==> src/rtl/pingpong_dma.sv <==
module pingpong_dma #(
  parameter int AW  = 32,
  parameter int CW  = 16,
  parameter int RAW = 5
) (
  input  logic           clk,
  input  logic           rst_n,
  input  logic           reg_we,
  input  logic [RAW-1:0] reg_addr,
  input  logic [31:0]    reg_wdata,
  output logic [31:0]    reg_rdata,
  input  logic           dev_req,
  output logic           dev_ack,
  output logic [AW-1:0]  dev_fifo_addr,
  input  logic [31:0]    dev_rdata,
  output logic [31:0]    dev_wdata,
  output logic           mem_valid,
  output logic           mem_write,
  output logic [1:0]     mem_size,
  output logic [AW-1:0]  mem_addr,
  output logic [31:0]    mem_wdata,
  input  logic [31:0]    mem_rdata,
  input  logic           mem_ready,
  output logic           irq
);

  localparam logic [RAW-1:0] OFS_SET  = RAW'(5'h00);
  localparam logic [RAW-1:0] OFS_CLR  = RAW'(5'h04);
  localparam logic [RAW-1:0] OFS_FIFO = RAW'(5'h08);
  localparam logic [RAW-1:0] OFS_ST0  = RAW'(5'h0C);
  localparam logic [RAW-1:0] OFS_CT0  = RAW'(5'h10);
  localparam logic [RAW-1:0] OFS_ST1  = RAW'(5'h14);
  localparam logic [RAW-1:0] OFS_CT1  = RAW'(5'h18);

  logic en0, en1, dn0, dn1, ab, go, ie, nc, ts8, dir, bswap, bank;
  logic [1:0]    wid;
  logic [3:0]    devid;
  logic [AW-1:0] fifo_q, st0, st1;
  logic [CW-1:0] ct0, ct1;
  logic          infl;

  logic          en_act, en_oth, run, xfer, cmp, halt, lock, flip_idle;
  logic [CW-1:0] cnt_act;
  logic [AW-1:0] inc;
  logic          wr_set, wr_clr;
  logic [31:0]   mode_w;

  function automatic logic [31:0] lane_rev(input logic [31:0] d, input logic [1:0] w);
    case (w)
      2'd0:    lane_rev = d;
      2'd1:    lane_rev = {d[31:16], d[7:0], d[15:8]};
      default: lane_rev = {d[7:0], d[15:8], d[23:16], d[31:24]};
    endcase
  endfunction

  assign en_act    = ab ? en1 : en0;
  assign en_oth    = ab ? en0 : en1;
  assign cnt_act   = ab ? ct1 : ct0;
  assign run       = go & en_act;
  assign mem_valid = infl | (run & (cnt_act != '0) & dev_req);
  assign xfer      = mem_valid & mem_ready;
  assign cmp       = run & (cnt_act == '0) & ~infl;
  assign halt      = ~run & ~infl;
  assign lock      = run | infl;
  assign flip_idle = go & ~en_act & en_oth & ~infl;
  assign inc       = (wid == 2'd0) ? AW'(1) : (wid == 2'd1) ? AW'(2) : AW'(4);

  assign wr_set = reg_we & (reg_addr == OFS_SET);
  assign wr_clr = reg_we & (reg_addr == OFS_CLR);

  assign mem_addr      = ab ? st1 : st0;
  assign mem_write     = dir;
  assign mem_size      = (wid == 2'd3) ? 2'd2 : wid;
  assign mem_wdata     = bswap ? lane_rev(dev_rdata, wid) : dev_rdata;
  assign dev_wdata     = bswap ? lane_rev(mem_rdata, wid) : mem_rdata;
  assign dev_ack       = xfer;
  assign dev_fifo_addr = fifo_q;
  assign irq           = ie & (dn0 | dn1);

  assign mode_w = {12'd0, devid, bank, 1'b0, bswap, dir, ts8, wid, nc, ie,
                   halt, go, ab, dn1, en1, dn0, en0};

  always_comb begin
    case (reg_addr)
      OFS_SET:  reg_rdata = mode_w;
      OFS_FIFO: reg_rdata = 32'(fifo_q);
      OFS_ST0:  reg_rdata = 32'(st0);
      OFS_CT0:  reg_rdata = 32'(ct0);
      OFS_ST1:  reg_rdata = 32'(st1);
      OFS_CT1:  reg_rdata = 32'(ct1);
      default:  reg_rdata = 32'd0;
    endcase
  end

  always_ff @(posedge clk) begin
    if (!rst_n) begin
      {en0, en1, dn0, dn1, ab, go, ie, nc, ts8, dir, bswap, bank} <= '0;
      wid   <= '0;
      devid <= '0;
      infl  <= 1'b0;
    end else begin
      infl <= mem_valid & ~mem_ready;
      if (wr_set) begin
        en0   <= en0   | reg_wdata[0];
        en1   <= en1   | reg_wdata[2];
        go    <= go    | reg_wdata[5];
        ie    <= ie    | reg_wdata[7];
        nc    <= nc    | reg_wdata[8];
        wid   <= wid   | reg_wdata[10:9];
        ts8   <= ts8   | reg_wdata[11];
        dir   <= dir   | reg_wdata[12];
        bswap <= bswap | reg_wdata[13];
        bank  <= bank  | reg_wdata[15];
        devid <= devid | reg_wdata[19:16];
      end
      if (wr_clr) begin
        en0   <= en0   & ~reg_wdata[0];
        dn0   <= dn0   & ~reg_wdata[1];
        en1   <= en1   & ~reg_wdata[2];
        dn1   <= dn1   & ~reg_wdata[3];
        go    <= go    & ~reg_wdata[5];
        ie    <= ie    & ~reg_wdata[7];
        nc    <= nc    & ~reg_wdata[8];
        wid   <= wid   & ~reg_wdata[10:9];
        ts8   <= ts8   & ~reg_wdata[11];
        dir   <= dir   & ~reg_wdata[12];
        bswap <= bswap & ~reg_wdata[13];
        bank  <= bank  & ~reg_wdata[15];
        devid <= devid & ~reg_wdata[19:16];
      end
      if (cmp) begin
        if (ab) begin
          en1 <= 1'b0;
          dn1 <= 1'b1;
        end else begin
          en0 <= 1'b0;
          dn0 <= 1'b1;
        end
        if (en_oth) ab <= ~ab;
      end else if (flip_idle) begin
        ab <= ~ab;
      end
    end
  end

  always_ff @(posedge clk) begin
    if (!rst_n) begin
      fifo_q <= '0;
      st0    <= '0;
      st1    <= '0;
      ct0    <= '0;
      ct1    <= '0;
    end else begin
      if (reg_we && reg_addr == OFS_FIFO) fifo_q <= reg_wdata[AW-1:0];
      if (reg_we && reg_addr == OFS_ST0 && !(lock && !ab)) st0 <= reg_wdata[AW-1:0];
      if (reg_we && reg_addr == OFS_CT0 && !(lock && !ab)) ct0 <= reg_wdata[CW-1:0];
      if (reg_we && reg_addr == OFS_ST1 && !(lock && ab))  st1 <= reg_wdata[AW-1:0];
      if (reg_we && reg_addr == OFS_CT1 && !(lock && ab))  ct1 <= reg_wdata[CW-1:0];
      if (xfer) begin
        if (ab) begin
          st1 <= st1 + inc;
          ct1 <= ct1 - CW'(1);
        end else begin
          st0 <= st0 + inc;
          ct0 <= ct0 - CW'(1);
        end
      end
    end
  end


  hold_req_chk: assert property (@(posedge clk) disable iff (!rst_n)
    (mem_valid && !mem_ready) |=> (mem_valid && $stable(mem_addr)));


  cnt_step_chk: assert property (@(posedge clk) disable iff (!rst_n)
    (xfer && run) |=> (cnt_act == $past(cnt_act) - CW'(1)));


  fin_sticky_chk: assert property (@(posedge clk) disable iff (!rst_n)
    (dn0 && !(wr_clr && reg_wdata[1])) |=> dn0);


  fin_mark_chk: assert property (@(posedge clk) disable iff (!rst_n)
    (cmp && !ab) |=> (dn0 && !en0));


  stop_quiet_chk: assert property (@(posedge clk) disable iff (!rst_n)
    (!go && !mem_valid && !(wr_set && reg_wdata[5])) |=> !mem_valid);

endmodule

==> config.mk <==
export PLATFORM = sky130hd
export DESIGN_NAME = pingpong_dma
export DESIGN_NICKNAME = d
export VERILOG_FILES = /design/src/rtl/pingpong_dma.sv
export SDC_FILE = /design/constraint.sdc
export NUM_CORES = 1
export LEC_CHECK = 0
export ABC_AREA = 1
export BUFFER_PORTS_ARGS = -buffer_cell sky130_fd_sc_hd__buf_2
export CAP_MARGIN = 30
export CORE_ASPECT_RATIO = 1.4
export CORE_MARGIN = 2
export CORE_UTILIZATION = 40
export CTS_CLUSTER_DIAMETER = 100
export DETAILED_ROUTE_END_ITERATION = 8
export PLACE_DENSITY = 0.63
export SLEW_MARGIN = 20
export SYNTH_ARGS = -nofsm -noshare
export SYNTH_HDL_FRONTEND = slang
export SYNTH_SLANG_ARGS = --single-unit
==> constraint.sdc <==
create_clock -name clk -period 5.1 [get_ports clk]
set_clock_uncertainty 0.1 [all_clocks]
set_input_delay 0.765 -clock clk [delete_from_list [all_inputs] [get_ports clk]]
set_output_delay 0.765 -clock clk [all_outputs]
set_load 0.02 [all_outputs]
==> flow_metrics.env, run 1 <==
export IMPL_outcome="finished, final reports clean"
export IMPL_synthCells=1946
export IMPL_routed_via_count=14121
export IMPL_slowest_stage="nand4_1"
export IMPL_cts_made_buffers=17
export IMPL_hp_class="flop to flop"
export IMPL_finalNetCount=2256
export IMPL_final_area_um2=13480
export IMPL_start_util_pct=40.30
export IMPL_grt_pass1_vias=13206
export IMPL_path_max_fanout=15
export IMPL_cts_hold_buffers=0
export IMPL_finalSetupViolCount=0
export IMPL_syn_nets=2060
export IMPL_grt_overflow=0
export IMPL_cpPeakStageDelay_ns=0.67
export IMPL_max_freq_ghz=0.2620
export IMPL_core_um2=28220
export IMPL_clk_pin_slew_ns=0.06
export IMPL_cts_resized=0
export IMPL_drv_slew=0
export IMPL_muxShareOfSynthArea_pct=0
export IMPL_routabilityCongestion=1.003
export IMPL_yosys_area_share_simple_pct=38.64
export IMPL_grt_max_degree=74
export IMPL_layout_common_cells="nand2_1, buf_2, nor2_1, inv_1, nand3_1"
export IMPL_root_buffer="clkbuf_16"
export IMPL_worstPathArrival_ns=2.95
export IMPL_ys_seq_elements=147
export IMPL_synth_top_family_by_area="simple AND/OR/NAND/NOR gates"
export IMPL_fp_row_count=73
export IMPL_postRouteAntennaNets=0
export IMPL_netlist_area_um2=11370
export IMPL_area_delta_synth_final_pct=18.55
export IMPL_synth_area_per_cell_um2=5.845
export IMPL_cts_buffer_depth=2
export IMPL_synth_compound_gate_area_share_pct=18.32
export IMPL_p_comb_share_pct=11.9
export IMPL_port_buffers=271
export IMPL_ys_warn_count=0
export IMPL_rsz0062_at_grt="no"
export IMPL_antenna_found_initial=5
export IMPL_critPathBufInv=2
export IMPL_cts_tree="yes"
export IMPL_cts_sinks=147
export IMPL_cp_start_kind="input port"
export IMPL_regArea_um2=2944
export IMPL_layout_commonest_cell="nand2_1"
export IMPL_p_per_area_nw_per_um2=210.1
export IMPL_path_common_cell="buf_2"
export IMPL_switchingPower_uw=841.3
export IMPL_p_int_mw=1.992
export IMPL_grt_pass1_wl_mm=78.60
export IMPL_path_class="input port to primary output"
export IMPL_drtIter0Drc=1116
export IMPL_clkPwrFrac_pct=46.7
export IMPL_hold_viol=0
export IMPL_p_sw_share_pct=29.69
export IMPL_ios=272
export IMPL_cap_violations=0
export IMPL_fin_setup_tns_ns=0
export IMPL_seq_area_frac_synth_pct=25.87
export IMPL_die_y_um=203.5
export IMPL_drive_above_1_share_pct=16.94
export IMPL_drc=0
export IMPL_cts_setup_buffers=0
export IMPL_cp_end_kind="primary output"
export IMPL_critical_path_top_delay_family="simple AND/OR/NAND/NOR gates"
export IMPL_worst_ep_required_time_ns=4.24
export IMPL_peakVddDrop_v=0.0001771
export IMPL_path_cells="buf_2, nor2_2, nand4_1, o22ai_1, nor2_1, o221ai_1, buf_2"
export IMPL_synth_xor_area_share_pct=4.620
export IMPL_grt_util_all_layers_pct=34.71
export IMPL_avgViaCountPerCell=5.577
export IMPL_p_leak_nw=6.301
export IMPL_placedInstanceArea_um2=12840
export IMPL_multiInputGateArea_um2=7119
export IMPL_max_slew_margin_pct=39.46
export IMPL_die_w_um=146.5
export IMPL_hpwlAfterDp_mm=40.15
export IMPL_synthAdderAreaFrac_pct=0.8801
export IMPL_nFillCells=3023
export IMPL_htreeDepth=4
export IMPL_dieArea_um2=29820
export IMPL_clk_latency_ns=0.45
export IMPL_whs_path_depth=2
export IMPL_period_minus_slack_ns=3.816
export IMPL_rr_worst_depth=9
export IMPL_wire_per_inst_um=20.80
export IMPL_seqPwrFrac_pct=41.3
export IMPL_timing_final_crit_share_pct=74.83
export IMPL_wl_mm=52.68
export IMPL_tightest_slew_ns=0.9081
export IMPL_dr_pass1_iters=6
export IMPL_cp_num_cells=7
export IMPL_synthDistinctLibCells=38
-- stage by stage --
step                setup slack [ns]  total power [mW]  std cells  hold WS [ns]  utilization [%]
finish                         1.284             2.833       2532        0.3735            47.77
global route                   1.276             2.906       2530        0.3932            47.75
CTS                            1.290             2.840       2528        0.3673            47.60
detailed placement             1.294             1.528       2496        0.3563            45.50
global placement               1.323             1.526       2494        0.3553            45.38
floorplan                      2.283             1.362       1946        0.3433                -
-- logic make-up after synthesis --
logic type | count (synthesis)
AO/OA/AOI/OAI | 362
adder cells (fa/ha/maj) | 8
flip-flops | 147
buffers and inverters | 329
AND/OR/NAND/NOR | 1040
XOR/XNOR | 60
-- Yosys cell counts --
cell type | instances | area (µm²)
a2111oi_0 | 1 | 8.760
a211oi_1 | 17 | 127.6
a21oi_1 | 112 | 560.5
a31oi_1 | 2 | 12.51
and2_1 | 1 | 6.260
buf_1 | 4 | 15.01
buf_2 | 29 | 145.1
buf_4 | 7 | 52.55
buf_6 | 4 | 45.04
clkbuf_1 | 69 | 259.0
clkinv_1 | 2 | 7.510
dfxtp_1 | 147 | 2943
ha_1 | 8 | 100.1
inv_1 | 205 | 769.5
inv_2 | 9 | 33.78
nand2_1 | 561 | 2106
nand2_2 | 7 | 43.79
nand2_4 | 4 | 45.04
nand3_1 | 189 | 945.9
nand3_2 | 6 | 60.06
nand3b_1 | 2 | 15.01
nand4_1 | 25 | 156.4
nor2_1 | 213 | 799.5
nor2_2 | 5 | 31.28
nor2_4 | 5 | 56.30
nor3_1 | 15 | 75.07
nor3_2 | 2 | 20.02
nor3b_1 | 2 | 15.01
nor4_1 | 2 | 12.51
o2111ai_1 | 9 | 78.83
o211ai_1 | 33 | 247.7
o21ai_0 | 111 | 555.5
o21ai_1 | 34 | 170.2
o221ai_1 | 21 | 183.9
o22ai_1 | 22 | 137.6
or2_2 | 1 | 6.260
xnor2_1 | 10 | 87.58
xor2_1 | 50 | 437.9
-- state kept, by name, summed over array words and instances, names as in the netlist, named ones only --
signal         flops
dev_fifo_addr     32
st0               32
st1               32
ct0               16
ct1               16
ab                 1
dn0                1
dn1                1
en0                1
en1                1
infl               1
-- worst reg2reg max path: stages (launching register included) --
cell     delay [ns]
dfxtp_2        0.55
o21ai_1        0.15
nand2_1        0.13
nand2_2        0.14
nand2_2        0.09
buf_4          0.40
nand2_2        0.63
o21ai_0        0.39
nand2_1        0.09
a21oi_1        0.18
-- power groups by stage --
stage	sequential, mW	combinational [mW]	clock, mW
2_1_floorplan	1.20	0.166	0
3_3_place_gp	1.20	0.329	0
5_1_grt	1.17	0.359	1.37
4_1_cts	1.17	0.333	1.34
3_5_place_dp	1.20	0.331	0
6_report	1.17	0.338	1.32
-- area by class of cell --
type | count | area share, %
antenna | 2 | 0.03712
clock inverter | 15 | 1.253
inverter | 216 | 6.013
sequential | 147 | 21.84
tap | 375 | 3.480
timing repair buffer | 290 | 11.42
multi-input combinational | 1470 | 52.80
clock buffer | 17 | 3.155
-- per-layer routing --
metal | wire length (µm) | up-vias | track usage (%)
li1 | - | 6747 | -
met1 | 18990 | 6404 | 37.18
met2 | 24550 | 741 | 59.16
met3 | 4091 | 221 | 6.823
met4 | 4989 | 8 | 28.61
met5 | 54 | - | 0
-- path summary, 6_finish.rpt --
| kind | start | to | slack [ns] |
|---|---|---|---|
| worst max register to register | ab$_SDFFE_PN0P_ | st1[27]$_SDFF_PN0_ | 2.17 |
| worst min-delay path | dev_fifo_addr[21]$_SDFFE_PN0P_ | dev_fifo_addr[21]$_SDFFE_PN0P_ | 0.37 |
| worst max-delay path | reg_addr[1] | reg_rdata[3] | 1.28 |
| worst min register to register | dev_fifo_addr[21]$_SDFFE_PN0P_ | dev_fifo_addr[21]$_SDFFE_PN0P_ | 0.37 |
No activity file was read; power rests on OpenSTA's default activity.
==> run 2, diff against run 1 <==
PLACE_DENSITY = 0.66   (was 0.63)
clock period = 3.15 ns   (was 5.1 ns; I/O delays follow)
==> flow_metrics.env, run 2 (synthesis results as in run 1) <==
export IMPL_cts_setup_buffers=0
export IMPL_worstPathArrival_ns=2.32
export IMPL_finalNetCount=2265
export IMPL_cap_violations=0
export IMPL_drive_above_1_share_pct=17.14
export IMPL_cts_tree="yes"
export IMPL_routabilityCongestion=0.9942
export IMPL_wl_mm=53.16
export IMPL_avgViaCountPerCell=5.603
export IMPL_grt_max_degree=75
export IMPL_outcome="finished, final reports clean"
export IMPL_ios=272
export IMPL_fp_row_count=73
export IMPL_grt_util_all_layers_pct=35.03
export IMPL_dr_pass1_iters=7
export IMPL_multiInputGateArea_um2=7117
export IMPL_p_per_area_nw_per_um2=341.1
export IMPL_placedInstanceArea_um2=12960
export IMPL_clk_pin_slew_ns=0.07
export IMPL_cts_buffer_depth=2
export IMPL_r2r_setup_slack_ns=0.58
export IMPL_root_buffer="clkbuf_16"
export IMPL_drc=0
export IMPL_regArea_um2=2944
export IMPL_slowest_stage="dfxtp_1"
export IMPL_die_y_um=203.5
export IMPL_path_cells="nor2_1, nand3_1, nor2_2, nand2_1, nand3_2, nand2_4, nand2_2, inv_1, buf_2"
export IMPL_cts_made_buffers=17
export IMPL_period_minus_slack_ns=2.896
export IMPL_max_freq_ghz=0.3453
export IMPL_die_w_um=146.5
export IMPL_core_um2=28220
export IMPL_clk_latency_ns=0.46
export IMPL_worst_ep_required_time_ns=2.58
export IMPL_area_delta_synth_final_pct=19.30
export IMPL_antenna_found_initial=3
export IMPL_drtIter0Drc=960
export IMPL_finalSetupViolCount=0
export IMPL_cp_end_kind="primary output"
export IMPL_hold_viol=0
export IMPL_path_class="flop to primary output"
export IMPL_postRouteAntennaNets=0
export IMPL_drv_slew=0
export IMPL_layout_commonest_cell="nand2_1"
export IMPL_cts_sinks=147
export IMPL_nFillCells=3046
export IMPL_grt_pass1_wl_mm=79.25
export IMPL_grt_pass1_vias=13550
export IMPL_htreeDepth=4
export IMPL_layout_common_cells="nand2_1, buf_2, nor2_1, inv_1, nand3_1"
export IMPL_tightest_slew_ns=0.8686
export IMPL_max_slew_margin_pct=41.78
export IMPL_timing_final_crit_share_pct=91.95
export IMPL_rsz0062_at_grt="no"
export IMPL_grt_overflow=0
export IMPL_cpPeakStageDelay_ns=0.39
export IMPL_cts_hold_buffers=0
export IMPL_cts_resized=0
export IMPL_start_util_pct=40.30
export IMPL_routed_via_count=14237
export IMPL_dieArea_um2=29820
export IMPL_path_max_fanout=5
export IMPL_cp_start_kind="flop"
export IMPL_port_buffers=271
export IMPL_peakVddDrop_v=0.0002307
export IMPL_p_leak_nw=6.338
export IMPL_hp_class="input port to flop"
export IMPL_hpwlAfterDp_mm=40.68
export IMPL_final_area_um2=13570
export IMPL_fin_setup_tns_ns=0
export IMPL_wire_per_inst_um=20.92
## run 2: per-layer routing
metal  part of all wire [%]  wire length, µm  track usage [%]
met2                     46            24670            59.38
met3                    8.1             4303            7.159
met1                     36            19120            37.49
met5                  0.024               13                0
met4                    9.5             5045            29.20
## run 2: worst max-delay path, delay by kind of cell (launching register included)
family	cells	cell delay, ns
simple gates	7	1.14
buf+inv	2	0.31
flops	1	0.39
## run 2: area by class of cell
type / count / share of cell area (%)
Sequential cell: 147 / 21.70
Clock buffer: 20 / 3.292
Inverter: 216 / 5.976
Multi-Input combinational cell: 1470 / 52.45
Clock inverter: 12 / 1.153
Antenna cell: 2 / 0.03689
Timing Repair Buffer: 299 / 11.93
Tap cell: 375 / 3.458
## run 2: power by group
group          internal, mW  switching (mW)  leakage (nW)
Sequential             1.88          0.0225          1.19
Clock                  1.27           0.913         0.283
Combinational         0.166           0.384          4.87
## run 2: final timing paths
check,endpoint,cells after the start,start
max,dev_ack,9,ct1[2]$_SDFF_PN0_
min,flop,2,reg_wdata[8]
max reg2reg,st1[14]$_SDFF_PN0_,17,flop
min reg2reg,dev_fifo_addr[23]$_SDFFE_PN0P_,2,dev_fifo_addr[23]$_SDFFE_PN0P_
## run 2: metrics by stage
stage / util (%) / power, mW / std cells / hold slack (ns) / setup WS (ns)
2_1_floorplan: - / 2.205 / 1946 / 0.3433 / 0.8045
3_3_place_gp: 45.89 / 2.477 / 2507 / 0.3515 / 0.3412
3_5_place_dp: 45.92 / 2.479 / 2507 / 0.3577 / 0.3481
4_1_cts: 48.06 / 4.630 / 2539 / 0.1324 / 0.2947
5_1_grt: 48.06 / 4.747 / 2540 / 0.1645 / 0.1454
6_report: 48.07 / 4.629 / 2541 / 0.1478 / 0.2536
